## config.mk

```make
export PLATFORM = sky130hd
export DESIGN_NAME = turbo_iter_ctrl
export DESIGN_NICKNAME = d
export VERILOG_FILES = /design/src/rtl/turbo_ctrl_pkg.sv /design/src/rtl/turbo_seq_fsm.sv /design/src/rtl/turbo_addr_route.sv /design/src/rtl/turbo_hard_out.sv /design/src/rtl/turbo_iter_ctrl.sv
export SDC_FILE = /design/constraint.sdc
export NUM_CORES = 1
export LEC_CHECK = 0
export BUFFER_PORTS_ARGS = -buffer_cell sky130_fd_sc_hd__buf_2
export CAP_MARGIN = 25
export CORE_ASPECT_RATIO = 0.75
export CORE_MARGIN = 1
export CORE_UTILIZATION = 39
export CTS_CLUSTER_DIAMETER = 40
export DETAILED_ROUTE_END_ITERATION = 8
export PLACE_DENSITY = 0.87
export SETUP_SLACK_MARGIN = 0.4
export SLEW_MARGIN = 30
export SYNTH_ARGS = -nofsm -noshare
export SYNTH_HDL_FRONTEND = slang
export SYNTH_SLANG_ARGS = --single-unit
```

## constraint.sdc

```tcl
create_clock -name clk_i -period 1.5 [get_ports clk_i]
set_input_delay 0.3 -clock clk_i [delete_from_list [all_inputs] [get_ports clk_i]]
set_output_delay 0.3 -clock clk_i [all_outputs]
set_load 0.1 [all_outputs]
```

## src/rtl/turbo_ctrl_pkg.sv

```systemverilog
package turbo_ctrl_pkg;
  typedef enum logic [2:0] {
    ST_IDLE,
    ST_LOAD,
    ST_H1_RUN,
    ST_H1_WAIT,
    ST_H2_RUN,
    ST_H2_WAIT,
    ST_OUTPUT,
    ST_DONE
  } ctrl_state_e;
endpackage

```

## src/rtl/turbo_seq_fsm.sv

```systemverilog
module turbo_seq_fsm
  import turbo_ctrl_pkg::*;
#(
  parameter int ITERS = 6,
  parameter int CNT_W = 3
) (
  input  logic             clk_i,
  input  logic             rst_ni,
  input  logic             start_i,
  input  logic             dec_done_i,
  input  logic             out_last_i,
  output ctrl_state_e      state_o,
  output logic [CNT_W-1:0] iter_o
);
  localparam logic [CNT_W-1:0] LAST_ITER = CNT_W'(ITERS - 1);

  ctrl_state_e state_q, state_d;
  logic [CNT_W-1:0] iter_q;
  logic last_iter;

  assign last_iter = (iter_q == LAST_ITER);

  always_comb begin
    state_d = state_q;
    unique case (state_q)
      ST_IDLE:    if (start_i) state_d = ST_LOAD;
      ST_LOAD:    state_d = ST_H1_RUN;
      ST_H1_RUN:  state_d = ST_H1_WAIT;
      ST_H1_WAIT: if (dec_done_i) state_d = ST_H2_RUN;
      ST_H2_RUN:  state_d = ST_H2_WAIT;
      ST_H2_WAIT: if (dec_done_i) state_d = last_iter ? ST_OUTPUT : ST_H1_RUN;
      ST_OUTPUT:  if (out_last_i) state_d = ST_DONE;
      ST_DONE:    state_d = ST_IDLE;
      default:    state_d = ST_IDLE;
    endcase
  end

  always_ff @(posedge clk_i or negedge rst_ni) begin
    if (!rst_ni) begin
      state_q <= ST_IDLE;
      iter_q  <= '0;
    end else begin
      state_q <= state_d;
      if (state_q == ST_IDLE && start_i)
        iter_q <= '0;
      else if (state_q == ST_H2_WAIT && dec_done_i && !last_iter)
        iter_q <= iter_q + 1'b1;
    end
  end

  assign state_o = state_q;
  assign iter_o  = iter_q;
endmodule

```

## src/rtl/turbo_addr_route.sv

```systemverilog
module turbo_addr_route #(
  parameter int ADDR_W = 6,
  parameter int PORTS  = 2
) (
  input  logic                         interleave_i,
  input  logic [PORTS-1:0][ADDR_W-1:0] nat_idx_i,
  input  logic [PORTS-1:0][ADDR_W-1:0] perm_addr_i,
  output logic [PORTS-1:0][ADDR_W-1:0] addr_o
);
  for (genvar p = 0; p < PORTS; p++) begin : g_port
    assign addr_o[p] = interleave_i ? perm_addr_i[p] : nat_idx_i[p];
  end
endmodule

```

## src/rtl/turbo_hard_out.sv

```systemverilog
module turbo_hard_out #(
  parameter int FRAME_LEN = 64,
  parameter int ADDR_W    = 6,
  parameter int LLR_W     = 8
) (
  input  logic              clk_i,
  input  logic              rst_ni,
  input  logic              active_i,
  input  logic [LLR_W-1:0]  llr_i,
  output logic [ADDR_W-1:0] llr_addr_o,
  output logic              last_o,
  output logic              hard_valid_o,
  output logic              hard_bit_o,
  output logic [ADDR_W-1:0] hard_idx_o
);
  localparam logic [ADDR_W-1:0] LAST_IDX = ADDR_W'(FRAME_LEN - 1);

  logic [ADDR_W-1:0] cnt_q, idx_q;
  logic pend_q;

  always_ff @(posedge clk_i or negedge rst_ni) begin
    if (!rst_ni) begin
      cnt_q  <= '0;
      idx_q  <= '0;
      pend_q <= 1'b0;
    end else begin
      cnt_q  <= active_i ? cnt_q + 1'b1 : '0;
      pend_q <= active_i;
      idx_q  <= cnt_q;
    end
  end

  assign llr_addr_o   = cnt_q;
  assign last_o       = active_i && (cnt_q == LAST_IDX);
  assign hard_valid_o = pend_q;
  assign hard_idx_o   = idx_q;
  // non-negative LLR decides 1
  assign hard_bit_o   = ~llr_i[LLR_W-1];
endmodule

```

## src/rtl/turbo_iter_ctrl.sv

```systemverilog
module turbo_iter_ctrl
  import turbo_ctrl_pkg::*;
#(
  parameter int FRAME_LEN = 64,
  parameter int ITERS     = 6,
  parameter int LLR_W     = 8,
  localparam int ADDR_W   = $clog2(FRAME_LEN),
  localparam int CNT_W    = $clog2(ITERS + 1)
) (
  input  logic              clk_i,
  input  logic              rst_ni,
  input  logic              start_i,
  output logic              dec_start_o,
  input  logic              dec_done_i,
  output logic              dec_half_o,
  output logic              apriori_zero_o,
  output logic [CNT_W-1:0]  iter_o,
  input  logic [ADDR_W-1:0] dec_rd_idx_i,
  input  logic [ADDR_W-1:0] dec_wr_idx_i,
  output logic [ADDR_W-1:0] perm_rd_idx_o,
  input  logic [ADDR_W-1:0] perm_rd_addr_i,
  output logic [ADDR_W-1:0] perm_wr_idx_o,
  input  logic [ADDR_W-1:0] perm_wr_addr_i,
  output logic [ADDR_W-1:0] mem_rd_addr_o,
  output logic [ADDR_W-1:0] mem_wr_addr_o,
  output logic [ADDR_W-1:0] llr_addr_o,
  input  logic [LLR_W-1:0]  llr_i,
  output logic              hard_valid_o,
  output logic              hard_bit_o,
  output logic [ADDR_W-1:0] hard_idx_o,
  output logic              done_o
);
  ctrl_state_e state;
  logic out_last;
  logic [1:0][ADDR_W-1:0] nat_idx, perm_addr, route_addr;

  turbo_seq_fsm #(.ITERS(ITERS), .CNT_W(CNT_W)) u_fsm (
    .clk_i      (clk_i),
    .rst_ni     (rst_ni),
    .start_i    (start_i),
    .dec_done_i (dec_done_i),
    .out_last_i (out_last),
    .state_o    (state),
    .iter_o     (iter_o)
  );

  assign dec_start_o    = (state == ST_H1_RUN) || (state == ST_H2_RUN);
  assign dec_half_o     = (state == ST_H2_RUN) || (state == ST_H2_WAIT);
  assign apriori_zero_o = ((state == ST_H1_RUN) || (state == ST_H1_WAIT)) && (iter_o == '0);
  assign done_o         = (state == ST_DONE);

  assign perm_rd_idx_o = dec_rd_idx_i;
  assign perm_wr_idx_o = dec_wr_idx_i;
  assign nat_idx       = {dec_wr_idx_i, dec_rd_idx_i};
  assign perm_addr     = {perm_wr_addr_i, perm_rd_addr_i};

  turbo_addr_route #(.ADDR_W(ADDR_W), .PORTS(2)) u_route (
    .interleave_i (dec_half_o),
    .nat_idx_i    (nat_idx),
    .perm_addr_i  (perm_addr),
    .addr_o       (route_addr)
  );

  assign mem_rd_addr_o = route_addr[0];
  assign mem_wr_addr_o = route_addr[1];

  turbo_hard_out #(.FRAME_LEN(FRAME_LEN), .ADDR_W(ADDR_W), .LLR_W(LLR_W)) u_out (
    .clk_i        (clk_i),
    .rst_ni       (rst_ni),
    .active_i     (state == ST_OUTPUT),
    .llr_i        (llr_i),
    .llr_addr_o   (llr_addr_o),
    .last_o       (out_last),
    .hard_valid_o (hard_valid_o),
    .hard_bit_o   (hard_bit_o),
    .hard_idx_o   (hard_idx_o)
  );
endmodule

```

==> impl_metrics.env, run 1 <==
export IMPL_dp_final_hpwl_um=2750
export IMPL_numCtsBuffers=3
export IMPL_post_cts_buffers=17
export IMPL_io_buffers=73
export IMPL_status="did not finish"
export IMPL_die_y_um=47.6
export IMPL_yosysSeqAreaShare_pct=44.0
export IMPL_htreeDepth=1
export IMPL_clockBufferDepth=2
export IMPL_ctsHoldBuffers=1
export IMPL_netlist_cell_type_count=32
export IMPL_tool_error="[ERROR DPL-0038] Utilization greater than 100%, impossible to legalize"
export IMPL_std_cell_rows=16
export IMPL_ctsResizeCount=114
export IMPL_clkSinkCount=19
export IMPL_ys_warn_count=0
export IMPL_syn_area_per_cell_um2=8.64
export IMPL_synth_seq_cells=19
export IMPL_synth_nets=165
export IMPL_netlist_area_um2=1080
export IMPL_gp_congestion=0.771
export IMPL_haltStage="clock tree synthesis (4_1_cts)"
export IMPL_pin_count=81
export IMPL_place_ws_ns=0.00906
export IMPL_die_w_um=62.8
export IMPL_root_buffer="clkbuf_8"
export IMPL_start_util_pct=41.2
export IMPL_synth_cells=125
## per-stage QoR
step	std cells	setup TNS (ns)	hold WS, ns	util (%)	cell area, um2
detailed placement	224	0	0.252	84.3	2210
global placement	224	0	0.246	84.3	2210
floorplan	125	-1.77	0.00441	-	1630
## synthesized netlist by cell type
| cell | count | area share, % |
|---|---|---|
| o31ai_1 | 1 | 0.70 |
| o21ai_0 | 2 | 0.93 |
| o211ai_1 | 1 | 0.70 |
| clkbuf_1 | 1 | 0.35 |
| a21oi_1 | 4 | 1.9 |
| and3_1 | 1 | 0.58 |
| xnor2_1 | 1 | 0.81 |
| clkbuf_2 | 1 | 0.46 |
| buf_6 | 1 | 1.0 |
| a21boi_0 | 1 | 0.70 |
| buf_2 | 3 | 1.4 |
| xor2_1 | 2 | 1.6 |
| nand4b_1 | 2 | 1.6 |
| nand2b_1 | 2 | 1.2 |
| nor2b_1 | 1 | 0.58 |
| o311ai_1 | 1 | 0.81 |
| nand3_1 | 2 | 0.93 |
| o311a_1 | 1 | 0.93 |
| or3_1 | 1 | 0.58 |
| or4b_4 | 1 | 1.3 |
| ha_1 | 4 | 4.6 |
| inv_1 | 7 | 2.4 |
| nand2_1 | 41 | 14 |
| buf_4 | 12 | 8.3 |
| nor3b_1 | 1 | 0.70 |
| nor2_1 | 5 | 1.7 |
| mux2_2 | 1 | 1.0 |
| or2_2 | 1 | 0.58 |
| mux2i_1 | 2 | 1.9 |
| dfrtp_1 | 19 | 44 |
| and2_1 | 1 | 0.58 |
| o2bb2ai_1 | 1 | 0.81 |
## cell families after synthesis
| kind of cell | Yosys count | share of synthesized area (%) |
|---|---|---|
| AND/OR/NAND/NOR | 59 | 24.6 |
| buffers and inverters | 25 | 14.0 |
| flip-flops | 19 | 44.0 |
| AO/OA/AOI/OAI | 12 | 7.42 |
| adder cells (fa/ha/maj) | 4 | 4.64 |
| XOR/XNOR | 3 | 2.43 |
| multiplexers | 3 | 2.90 |
==> run 2, diff against run 1 <==
--- a/config.mk
+++ b/config.mk
@@ -7,13 +7,10 @@
 export LEC_CHECK = 0
 export BUFFER_PORTS_ARGS = -buffer_cell sky130_fd_sc_hd__buf_2
 export CAP_MARGIN = 25
-export CORE_ASPECT_RATIO = 0.75
 export CORE_MARGIN = 1
-export CORE_UTILIZATION = 39
-export CTS_CLUSTER_DIAMETER = 40
+export CORE_UTILIZATION = 25
 export DETAILED_ROUTE_END_ITERATION = 8
-export PLACE_DENSITY = 0.87
-export SETUP_SLACK_MARGIN = 0.4
+export PLACE_DENSITY_LB_ADDON = 0.15
 export SLEW_MARGIN = 30
 export SYNTH_ARGS = -nofsm -noshare
 export SYNTH_HDL_FRONTEND = slang
==> run 2 against run 1 <==
The flow now finishes, with violations (setup timing). Area after synthesis did not move. Synthesized cell count did not move.
==> impl_metrics.env, run 2 <==
export IMPL_clkSinkCount=19
export IMPL_swShare_pct=55.4
export IMPL_layout_min_cycle_time_ns=1.65
export IMPL_synth_area_top_cells="dfrtp_1 44%, nand2_1 14%, buf_4 8.3%"
export IMPL_routed_wl_um=2900
export IMPL_endpoint_kind="output pin"
export IMPL_tns_ns=-1.91
export IMPL_crit_arrival_ns=1.35
export IMPL_p_per_area_nw_per_um2=1980
export IMPL_die_y_um=67.7
export IMPL_synth_seq_cells=19
export IMPL_gp_congestion=0.790
export IMPL_final_core_util_pct=55.3
export IMPL_layout_common_cells="55 x buf_2, 20 x buf_12, 18 x nand2_8"
export IMPL_syn_area_per_cell_um2=8.64
export IMPL_violations="setup timing"
export IMPL_netlist_cell_type_count=32
export IMPL_core_area_um2=4090
export IMPL_ant_nets=0
export IMPL_fin_crit_sh_pct=110
export IMPL_area_growth_pct=109
export IMPL_min_path_type="in -> reg"
export IMPL_drv_slew=0
export IMPL_leakagePower_nw=1.06
export IMPL_routed_via_density=4.43
export IMPL_async_flop_share_pct=100
export IMPL_root_buffer="clkbuf_8"
export IMPL_intPower_mw=1.99
export IMPL_layoutNonFillerInstCount=246
export IMPL_std_cell_rows=23
export IMPL_clockBufferDepth=2
export IMPL_rsz0062_at_grt="true"
export IMPL_place_ws_ns=0.0531
export IMPL_pin_count=81
export IMPL_cpMaxStageDelayCell="dfrtp_1"
export IMPL_yosysTopAreaCell="dfrtp_1"
export IMPL_synth_edf_count=0
export IMPL_layout_setup_ws_ns=-0.154
export IMPL_ys_flop_type="dfrtp_1"
export IMPL_antenna_found_initial=0
export IMPL_insertedDiodeCount=0
export IMPL_placed_cell_area_um2=2060
export IMPL_die_w_um=67.7
export IMPL_io_buffers=73
export IMPL_worst_pin_slew_ns=0.505
export IMPL_max_freq_mhz=605
export IMPL_worstPathCellList="nand2b_4 > inv_6 > buf_12 > nand2_8 > nand2_8 > buf_12"
export IMPL_clk_latency_ns=0.25
export IMPL_tritoncts="done"
export IMPL_route_vias_total=1090
export IMPL_ys_warn_count=0
export IMPL_pwr_share_clk_pct=7.7
export IMPL_drtIter0Drc=10
export IMPL_dieArea_um2=4590
export IMPL_cp_required_ns=1.20
export IMPL_drc=0
export IMPL_yosysSeqAreaShare_pct=44.0
export IMPL_finalPower_mw=4.47
export IMPL_final_nets=237
export IMPL_status="complete, but fails checks"
export IMPL_track_usage_pct=13.1
export IMPL_start_util_pct=26.4
export IMPL_critPathMaxStageDelay_ns=0.39
export IMPL_p_comb_share_pct=76.5
export IMPL_dp_cells=237
export IMPL_drv_cap=0
export IMPL_drive_gt1_share_pct=73.0
export IMPL_seq_power_share_pct=15.8
export IMPL_grt_overflow=0
export IMPL_grt_max_degree=20
export IMPL_yosysMostFrequentCell="nand2_1"
export IMPL_whs_ns=0.379
export IMPL_crit_fanout=5
export IMPL_synth_nets=165
export IMPL_worst_setup_path_type="reg -> out"
export IMPL_switchingPower_mw=2.47
export IMPL_firstDrtPassIters=3
export IMPL_cp_start_kind="flop"
export IMPL_wire_per_inst_um=11.8
export IMPL_final_common_cell="buf_2"
export IMPL_synth_top_area_share_pct=44.0
export IMPL_clk_pin_slew_ns=0.07
export IMPL_setup_viol=15
export IMPL_ir_drop_mv=0.943
export IMPL_fin_area_um2=2260
export IMPL_grt_pass1_wl_um=4610
export IMPL_numCtsBuffers=3
export IMPL_htreeDepth=1
export IMPL_finClkSkew_ns=0.00151
export IMPL_dp_final_hpwl_um=2310
export IMPL_first_global_vias=1033
export IMPL_synth_cells=125
export IMPL_hold_viol=0
export IMPL_netlist_area_um2=1080
export IMPL_ys_top_cells_by_count="41 x nand2_1, 19 x dfrtp_1, 12 x buf_4"
export IMPL_relSlewSlack_pct=66.6
[run 2: cell counts after synthesis]
Identical to the previous run, type by type.
[run 2: layer usage]
metal  wire, um  global-route usage [%]  part of all wire [%]
met2       1550                    23.9                    54
met5          0                       0                     0
met4         25                    5.59                  0.86
met1       1150                    15.2                    40
met3        165                    1.52                   5.7
[run 2: power groups by stage]
stage          logic [mW]  clock network [mW]  registers, mW
3_3_place_gp         3.19                   0          0.711
2_1_floorplan        2.05                   0           1.01
6_report             3.42               0.343          0.704
4_1_cts              3.34               0.355          0.707
5_1_grt              3.56               0.372          0.715
3_5_place_dp         3.23                   0          0.717
[run 2: layout make-up]
class                   instances  area (um2)
inverters                       7        36.3
multi-input cells              81         868
clock buffers                   4        45.0
flip-flops and latches         19         493
fillers                       365        1830
well taps                      50        62.6
repair buffers                 85         753
[run 2: timing repair]
action,in CTS,in global routing
endpoints found under the setup margin,15,18
endpoints found under the hold margin,19,0
hold buffers,1,0
pin swaps,19,11
setup buffers,1,3
resized for setup,19,10
[run 2: worst max-delay path: cells and delay by family (launching register included)]
kind | cells | cell delay, ns
buf+inv | 3 | 0.41
flops | 1 | 0.39
simple gates | 3 | 0.29
[run 2: final timing paths]
| path | startpoint | to | slack (ns) | cells past startpoint |
|---|---|---|---|---|
| max | u_fsm.state_o[1] | mem_rd_addr_o[3] | -0.15 | 6 |
| max reg2reg | u_fsm.state_o[1] | u_fsm.iter_o[2] | 0.08 | 4 |
| min in group asynchronous | rst_ni | u_out.hard_idx_o[3] | 0.52 | 2 |
| min reg2reg | u_out.llr_addr_o[1] | u_out.hard_idx_o[1] | 0.42 | 0 |
| max in group asynchronous | rst_ni | u_fsm.iter_o[0] | 0.65 | 2 |
| min | dec_done_i | u_fsm.state_o[2] | 0.38 | 3 |
[run 2: cells by family (layout without fill, tap and decap cells)]
| kind of cell | Yosys count | after routing | share of synthesized area (%) |
|---|---|---|---|
| AO/OA/AOI/OAI | 12 | 12 | 7.42 |
| buffers and inverters | 25 | 96 | 14.0 |
| AND/OR/NAND/NOR | 59 | 59 | 24.6 |
| adder cells (fa/ha/maj) | 4 | 4 | 4.64 |
| XOR/XNOR | 3 | 3 | 2.43 |
| multiplexers | 3 | 3 | 2.90 |
| flip-flops | 19 | 19 | 44.0 |
Note: power is estimated with default switching activity, not from simulation.
==> run 3, diff against run 2 <==
--- a/config.mk
+++ b/config.mk
@@ -5,12 +5,14 @@
 export SDC_FILE = /design/constraint.sdc
 export NUM_CORES = 1
 export LEC_CHECK = 0
+export ABC_AREA = 1
 export BUFFER_PORTS_ARGS = -buffer_cell sky130_fd_sc_hd__buf_2
 export CAP_MARGIN = 25
 export CORE_MARGIN = 1
 export CORE_UTILIZATION = 25
+export CTS_CLUSTER_DIAMETER = 30
 export DETAILED_ROUTE_END_ITERATION = 8
-export PLACE_DENSITY_LB_ADDON = 0.15
+export PLACE_DENSITY_LB_ADDON = 0.1
 export SLEW_MARGIN = 30
 export SYNTH_ARGS = -nofsm -noshare
 export SYNTH_HDL_FRONTEND = slang
==> run 3 against run 2 <==
The flow still finishes with violations (setup timing). Die area is 6.7% higher. Clock skew up 0.0039 ns. Final cell count is 13% higher. Register-to-register slack better by 0.05 ns. Sequential share of layout area decreased by 1.3 points. Sequential cell count stayed put. Critical path depth grew 1. Count of clock-buffer cells in the layout shrank 1. Final area grew 8.0%. Via count rose by 14%. Utilization rose by 0.38 points. Non-clock buffer count rose by 6. Critical path type unchanged.
==> impl_metrics.env, run 3 <==
export IMPL_grt_overflow=0
export IMPL_layout_min_cycle_time_ns=1.78
export IMPL_drtIter0Drc=4
export IMPL_yosysSeqAreaShare_pct=41.2
export IMPL_clk_latency_ns=0.25
export IMPL_wl_met1_um=1280
export IMPL_worst_pin_slew_ns=0.491
export IMPL_core_area_um2=4380
export IMPL_ant_nets=0
export IMPL_worstPathCellList="nor2_4 > nand2_2 > nand2_4 > buf_12 > nand2_8 > nand2_8 > buf_12"
export IMPL_met3_length_um=180
export IMPL_ys_warn_count=0
export IMPL_synth_edf_count=0
export IMPL_tns_ns=-3.72
export IMPL_clk_pin_slew_ns=0.07
export IMPL_die_y_um=70.0
export IMPL_clockBufferDepth=2
export IMPL_r2r_start="u_fsm.state_o[1]"
export IMPL_min_path_type="in -> reg"
export IMPL_dieArea_um2=4900
export IMPL_pin_count=81
export IMPL_antenna_found_initial=0
export IMPL_routed_via_density=4.46
export IMPL_ys_top_cells_by_count="40 x nand2_1, 21 x nand3_1, 19 x dfrtp_1"
export IMPL_reg2reg_to="u_fsm.iter_o[0]"
export IMPL_final_core_util_pct=55.7
export IMPL_io_buffers=73
export IMPL_synth_area_mux_share_pct=0
export IMPL_synth_nets=188
export IMPL_hold_viol=0
export IMPL_drc=0
export IMPL_final_common_cell="buf_2"
export IMPL_reg2reg_depth=7
export IMPL_yosysTopAreaCell="dfrtp_1"
export IMPL_routed_wl_um=3180
export IMPL_synthSimpleGateAreaFrac_pct=32.2
export IMPL_synth_top_family_by_area="simple AND/OR/NAND/NOR gates"
export IMPL_root_buffer="clkbuf_8"
export IMPL_cp_start_kind="flop"
export IMPL_first_global_vias=1313
export IMPL_start_util_pct=26.3
export IMPL_fin_crit_sh_pct=119
export IMPL_synth_adder_area_share_pct=4.33
export IMPL_route_vias_total=1243
export IMPL_async_flop_share_pct=100
export IMPL_netlist_area_um2=1150
export IMPL_rsz0062_at_grt="true"
export IMPL_netlist_cell_type_count=21
export IMPL_setup_viol=16
export IMPL_max_freq_mhz=562
export IMPL_track_usage_pct=14.0
export IMPL_die_w_um=70.0
export IMPL_cp_required_ns=1.20
export IMPL_grt_max_degree=20
export IMPL_grt_pass1_wl_um=5650
export IMPL_insertedDiodeCount=0
export IMPL_top_layer_used="met4"
export IMPL_status="complete, but fails checks"
export IMPL_std_cell_rows=24
export IMPL_yosysMostFrequentCell="nand2_1"
export IMPL_crit_start="u_fsm.state_o[1]"
export IMPL_fill_cells=398
export IMPL_synth_area_top_cells="dfrtp_1 41%, nand2_1 13%, nand3_1 9.1%"
export IMPL_layout_setup_ws_ns=-0.280
export IMPL_htreeDepth=1
export IMPL_dr_wl_met2_um=1700
export IMPL_worst_setup_path_type="reg -> out"
export IMPL_cpMaxStageDelayCell="dfrtp_2"
export IMPL_crit_fanout=4
export IMPL_layout_common_cells="55 x buf_2, 21 x buf_12, 18 x nand2_8"
export IMPL_numCtsBuffers=3
export IMPL_critPathMaxStageDelay_ns=0.45
export IMPL_place_ws_ns=-0.0746
export IMPL_ys_flop_type="dfrtp_1"
export IMPL_syn_area_per_cell_um2=7.80
export IMPL_final_nets=268
export IMPL_dp_final_hpwl_um=2670
export IMPL_gp_congestion=0.796
export IMPL_area_growth_pct=111
export IMPL_synth_xor_area_share_pct=0
export IMPL_crit_end="mem_rd_addr_o[2]"
export IMPL_drv_slew=0
export IMPL_synth_cells=148
export IMPL_violations="setup timing"
export IMPL_synth_top_area_share_pct=41.2
export IMPL_drv_cap=0
export IMPL_relSlewSlack_pct=67.5
export IMPL_drive_gt1_share_pct=70.5
export IMPL_clkSinkCount=19
export IMPL_r2r_slack_ns=0.13
export IMPL_tritoncts="done"
export IMPL_endpoint_kind="output pin"
export IMPL_crit_arrival_ns=1.48
export IMPL_synth_seq_cells=19
export IMPL_synth_compound_area_share_pct=7.48
export IMPL_finClkSkew_ns=0.00541
export IMPL_firstDrtPassIters=4
export IMPL_wire_per_inst_um=11.4
-- run 3: through the flow --
step / cells / hold WS [ns] / area [um2]
after global placement: 272 / 0.250 / 2280
after CTS: 278 / 0.401 / 2420
after floorplan: 148 / 0.00441 / 1560
after global routing: 279 / 0.429 / 2440
final: 279 / 0.401 / 2440
after detailed placement: 272 / 0.249 / 2280
-- run 3: logic make-up (layout without fill, tap and decap cells) --
group | count (synthesis) | in the layout
buf+inv | 29 | 108
compound gates | 16 | 16
fa+ha+maj | 4 | 4
simple gates | 80 | 80
flops | 19 | 19
-- run 3: critical path: cells and delay by family (launching register included) --
kind | cells | cell delay [ns]
flops | 1 | 0.45
simple gates | 5 | 0.44
buf+inv | 2 | 0.33
-- run 3: worst min-delay path by stage --
stage | start | end | slack, ns | cells past startpoint
after global routing | u_out.llr_addr_o[3] | u_out.hard_idx_o[3] | 0.43 | 0
final | dec_done_i | u_fsm.state_o[2] | 0.40 | 3
after CTS | dec_done_i | u_fsm.state_o[2] | 0.40 | 3
after detailed placement | rst_ni | u_out.hard_idx_o[4] | 0.25 | 1
after floorplan | rst_ni | u_fsm.iter_o[2] | 0.004 | 0
after global placement | rst_ni | u_out.hard_idx_o[4] | 0.25 | 1
-- run 3: per-layer routing --
| metal | global-route usage [%] | up-vias |
|---|---|---|
| met1 | 16.4 | 575 |
| li1 | - | 624 |
| met4 | 3.33 | 0 |
| met5 | 0 | - |
| met2 | 26.0 | 42 |
| met3 | 2.60 | 2 |
-- run 3: repair_timing --
action,4_1_cts,5_1_grt
hold buffers,1,0
resized for setup,16,5
pin swaps,22,5
setup buffers,1,1
setup endpoints to repair,16,17
endpoints found under the hold margin,19,0
-- run 3: layout make-up --
class | count | area [um2] | share of cell area [%]
clock inverters | 1 | 7.51 | 0.308
multi-input cells | 100 | 952 | 39.0
inverters | 13 | 58.8 | 2.41
repair buffers | 91 | 815 | 33.4
well taps | 52 | 65.1 | 2.67
clock buffers | 3 | 41.3 | 1.69
flip-flops and latches | 19 | 500 | 20.5
Power of run 3 is left out: the tool's default activity adds up to more than one toggle a clock period on the data nets, which glitch-free logic cannot reach.
==> run 4, diff against run 3 <==
--- a/config.mk
+++ b/config.mk
@@ -8,10 +8,10 @@
 export ABC_AREA = 1
 export BUFFER_PORTS_ARGS = -buffer_cell sky130_fd_sc_hd__buf_2
 export CAP_MARGIN = 25
-export CORE_MARGIN = 1
-export CORE_UTILIZATION = 25
+export CORE_AREA = 2 2 63 65
 export CTS_CLUSTER_DIAMETER = 30
 export DETAILED_ROUTE_END_ITERATION = 8
+export DIE_AREA = 0 0 65 67
 export PLACE_DENSITY_LB_ADDON = 0.1
 export SLEW_MARGIN = 30
 export SYNTH_ARGS = -nofsm -noshare
==> run 4 against run 3 <==
The flow still finishes with violations (setup timing). Via count up 2.9%. Maximum frequency rose by 0.34%. Sequential cell count stayed put. Final area is 0.51% lower. Highest routed layer unchanged.
==> impl_metrics.env, run 4 (synthesized netlist as in run 3, its figures left out) <==
export IMPL_io_buffers=73
export IMPL_max_freq_mhz=564
export IMPL_hold_viol=0
export IMPL_routed_via_density=4.65
export IMPL_insertedDiodeCount=0
export IMPL_worst_pin_slew_ns=0.492
export IMPL_crit_fanout=6
export IMPL_crit_arrival_ns=1.47
export IMPL_layout_common_cells="56 x buf_2, 19 x buf_12, 18 x nand2_8"
export IMPL_grt_overflow=0
export IMPL_track_usage_pct=15.7
export IMPL_area_growth_pct=110
export IMPL_gp_congestion=0.809
export IMPL_dieArea_um2=4360
export IMPL_root_buffer="clkbuf_8"
export IMPL_start_util_pct=32.0
export IMPL_relSlewSlack_pct=67.5
export IMPL_wire_per_inst_um=11.8
export IMPL_min_path_type="in -> reg"
export IMPL_worst_setup_path_type="reg -> out"
export IMPL_die_y_um=67
export IMPL_layout_setup_ws_ns=-0.274
export IMPL_firstDrtPassIters=4
export IMPL_final_nets=268
export IMPL_core_area_um2=3610
export IMPL_drive_gt1_share_pct=70.9
export IMPL_numCtsBuffers=3
export IMPL_cp_required_ns=1.20
export IMPL_dp_final_hpwl_um=2610
export IMPL_drtIter0Drc=55
export IMPL_final_core_util_pct=67.3
export IMPL_die_w_um=65
export IMPL_antenna_found_initial=0
export IMPL_clk_latency_ns=0.25
export IMPL_grt_max_degree=20
export IMPL_clkSinkCount=19
export IMPL_std_cell_rows=22
export IMPL_final_common_cell="buf_2"
export IMPL_ant_nets=0
export IMPL_endpoint_kind="output pin"
export IMPL_drv_cap=0
export IMPL_pin_count=81
export IMPL_tritoncts="done"
export IMPL_violations="setup timing"
export IMPL_finClkSkew_ns=0.00445
export IMPL_first_global_vias=1258
export IMPL_drc=0
export IMPL_fin_crit_sh_pct=118
export IMPL_layout_min_cycle_time_ns=1.77
export IMPL_clk_pin_slew_ns=0.07
export IMPL_cp_start_kind="flop"
export IMPL_routed_wl_um=3230
export IMPL_clockBufferDepth=2
export IMPL_drv_slew=0
export IMPL_route_vias_total=1279
export IMPL_htreeDepth=1
export IMPL_rsz0062_at_grt="true"
export IMPL_grt_pass1_wl_um=5350
export IMPL_status="complete, but fails checks"
export IMPL_setup_viol=16
run 4: changes by cell type in the layout (fill, tap and decap cells not counted):
| cell | before | now |
|---|---|---|
| buf_6 | 1 | 3 |
| nand3_4 | 1 | 2 |
| buf_2 | 55 | 56 |
| nand3_1 | 12 | 11 |
| buf_4 | 13 | 12 |
| buf_12 | 21 | 19 |
run 4: metrics by stage:
| step | area [um2] | setup slack [ns] | hold WS (ns) | std cells | setup TNS, ns |
|---|---|---|---|---|---|
| after detailed placement | 2240 | -0.0631 | 0.256 | 267 | -0.518 |
| after global placement | 2240 | -0.0588 | 0.255 | 267 | -0.351 |
| after global routing | 2430 | -0.343 | 0.435 | 275 | -5.00 |
| final | 2430 | -0.274 | 0.411 | 275 | -3.97 |
| after floorplan | 1560 | -0.723 | 0.00441 | 148 | -2.08 |
| after CTS | 2420 | -0.279 | 0.411 | 274 | -4.04 |
run 4: final cells by class:
class,instances,area [um2]
fill,296,1180
multi-input combinational,100,965
inverter,13,58.8
tap,48,60.1
timing repair buffer,91,795
clock buffer,3,41.3
sequential,19,500
clock inverter,1,7.51
run 4: path summary, 6_finish.rpt:
kind | slack (ns) | end | cells after the start | start
setup / recovery | -0.27 | mem_rd_addr_o[5] | 7 | u_fsm.state_o[1]
hold / removal | 0.41 | u_fsm.state_o[0] | 4 | dec_done_i
setup reg to reg | 0.09 | u_fsm.state_o[1] | 9 | u_fsm.state_o[0]
hold reg to reg | 0.42 | u_out.hard_idx_o[5] | 0 | u_out.llr_addr_o[5]
max in group asynchronous | 0.67 | u_fsm.iter_o[1] | 2 | rst_ni
min in group asynchronous | 0.50 | u_out.llr_addr_o[1] | 2 | rst_ni
run 4: routing by layer:
layer	global-route usage, %	wire length [um]
met1	17.1	1150
met4	3.99	21
met5	0	0
met3	2.36	208
met2	31.4	1850
run 4: worst max-delay path, stage by stage (launching register included):
cell and delay [ns]:
dfrtp_2 0.45, nor2_4 0.12, nand2_2 0.08, nand2_4 0.11, buf_12 0.16, nand2_4 0.06, nand2_4 0.06, buf_12 0.17
run 4: repair_timing:
item                                    CTS  global route
setup buffers                             2             1
pin swaps                                20             3
endpoints found under the setup margin   16            17
gates resized for setup                  24             1
cloned                                    0             0
hold endpoints to repair                 19             0
hold buffers                              1             0
Power of run 4 is left out for the same reason.
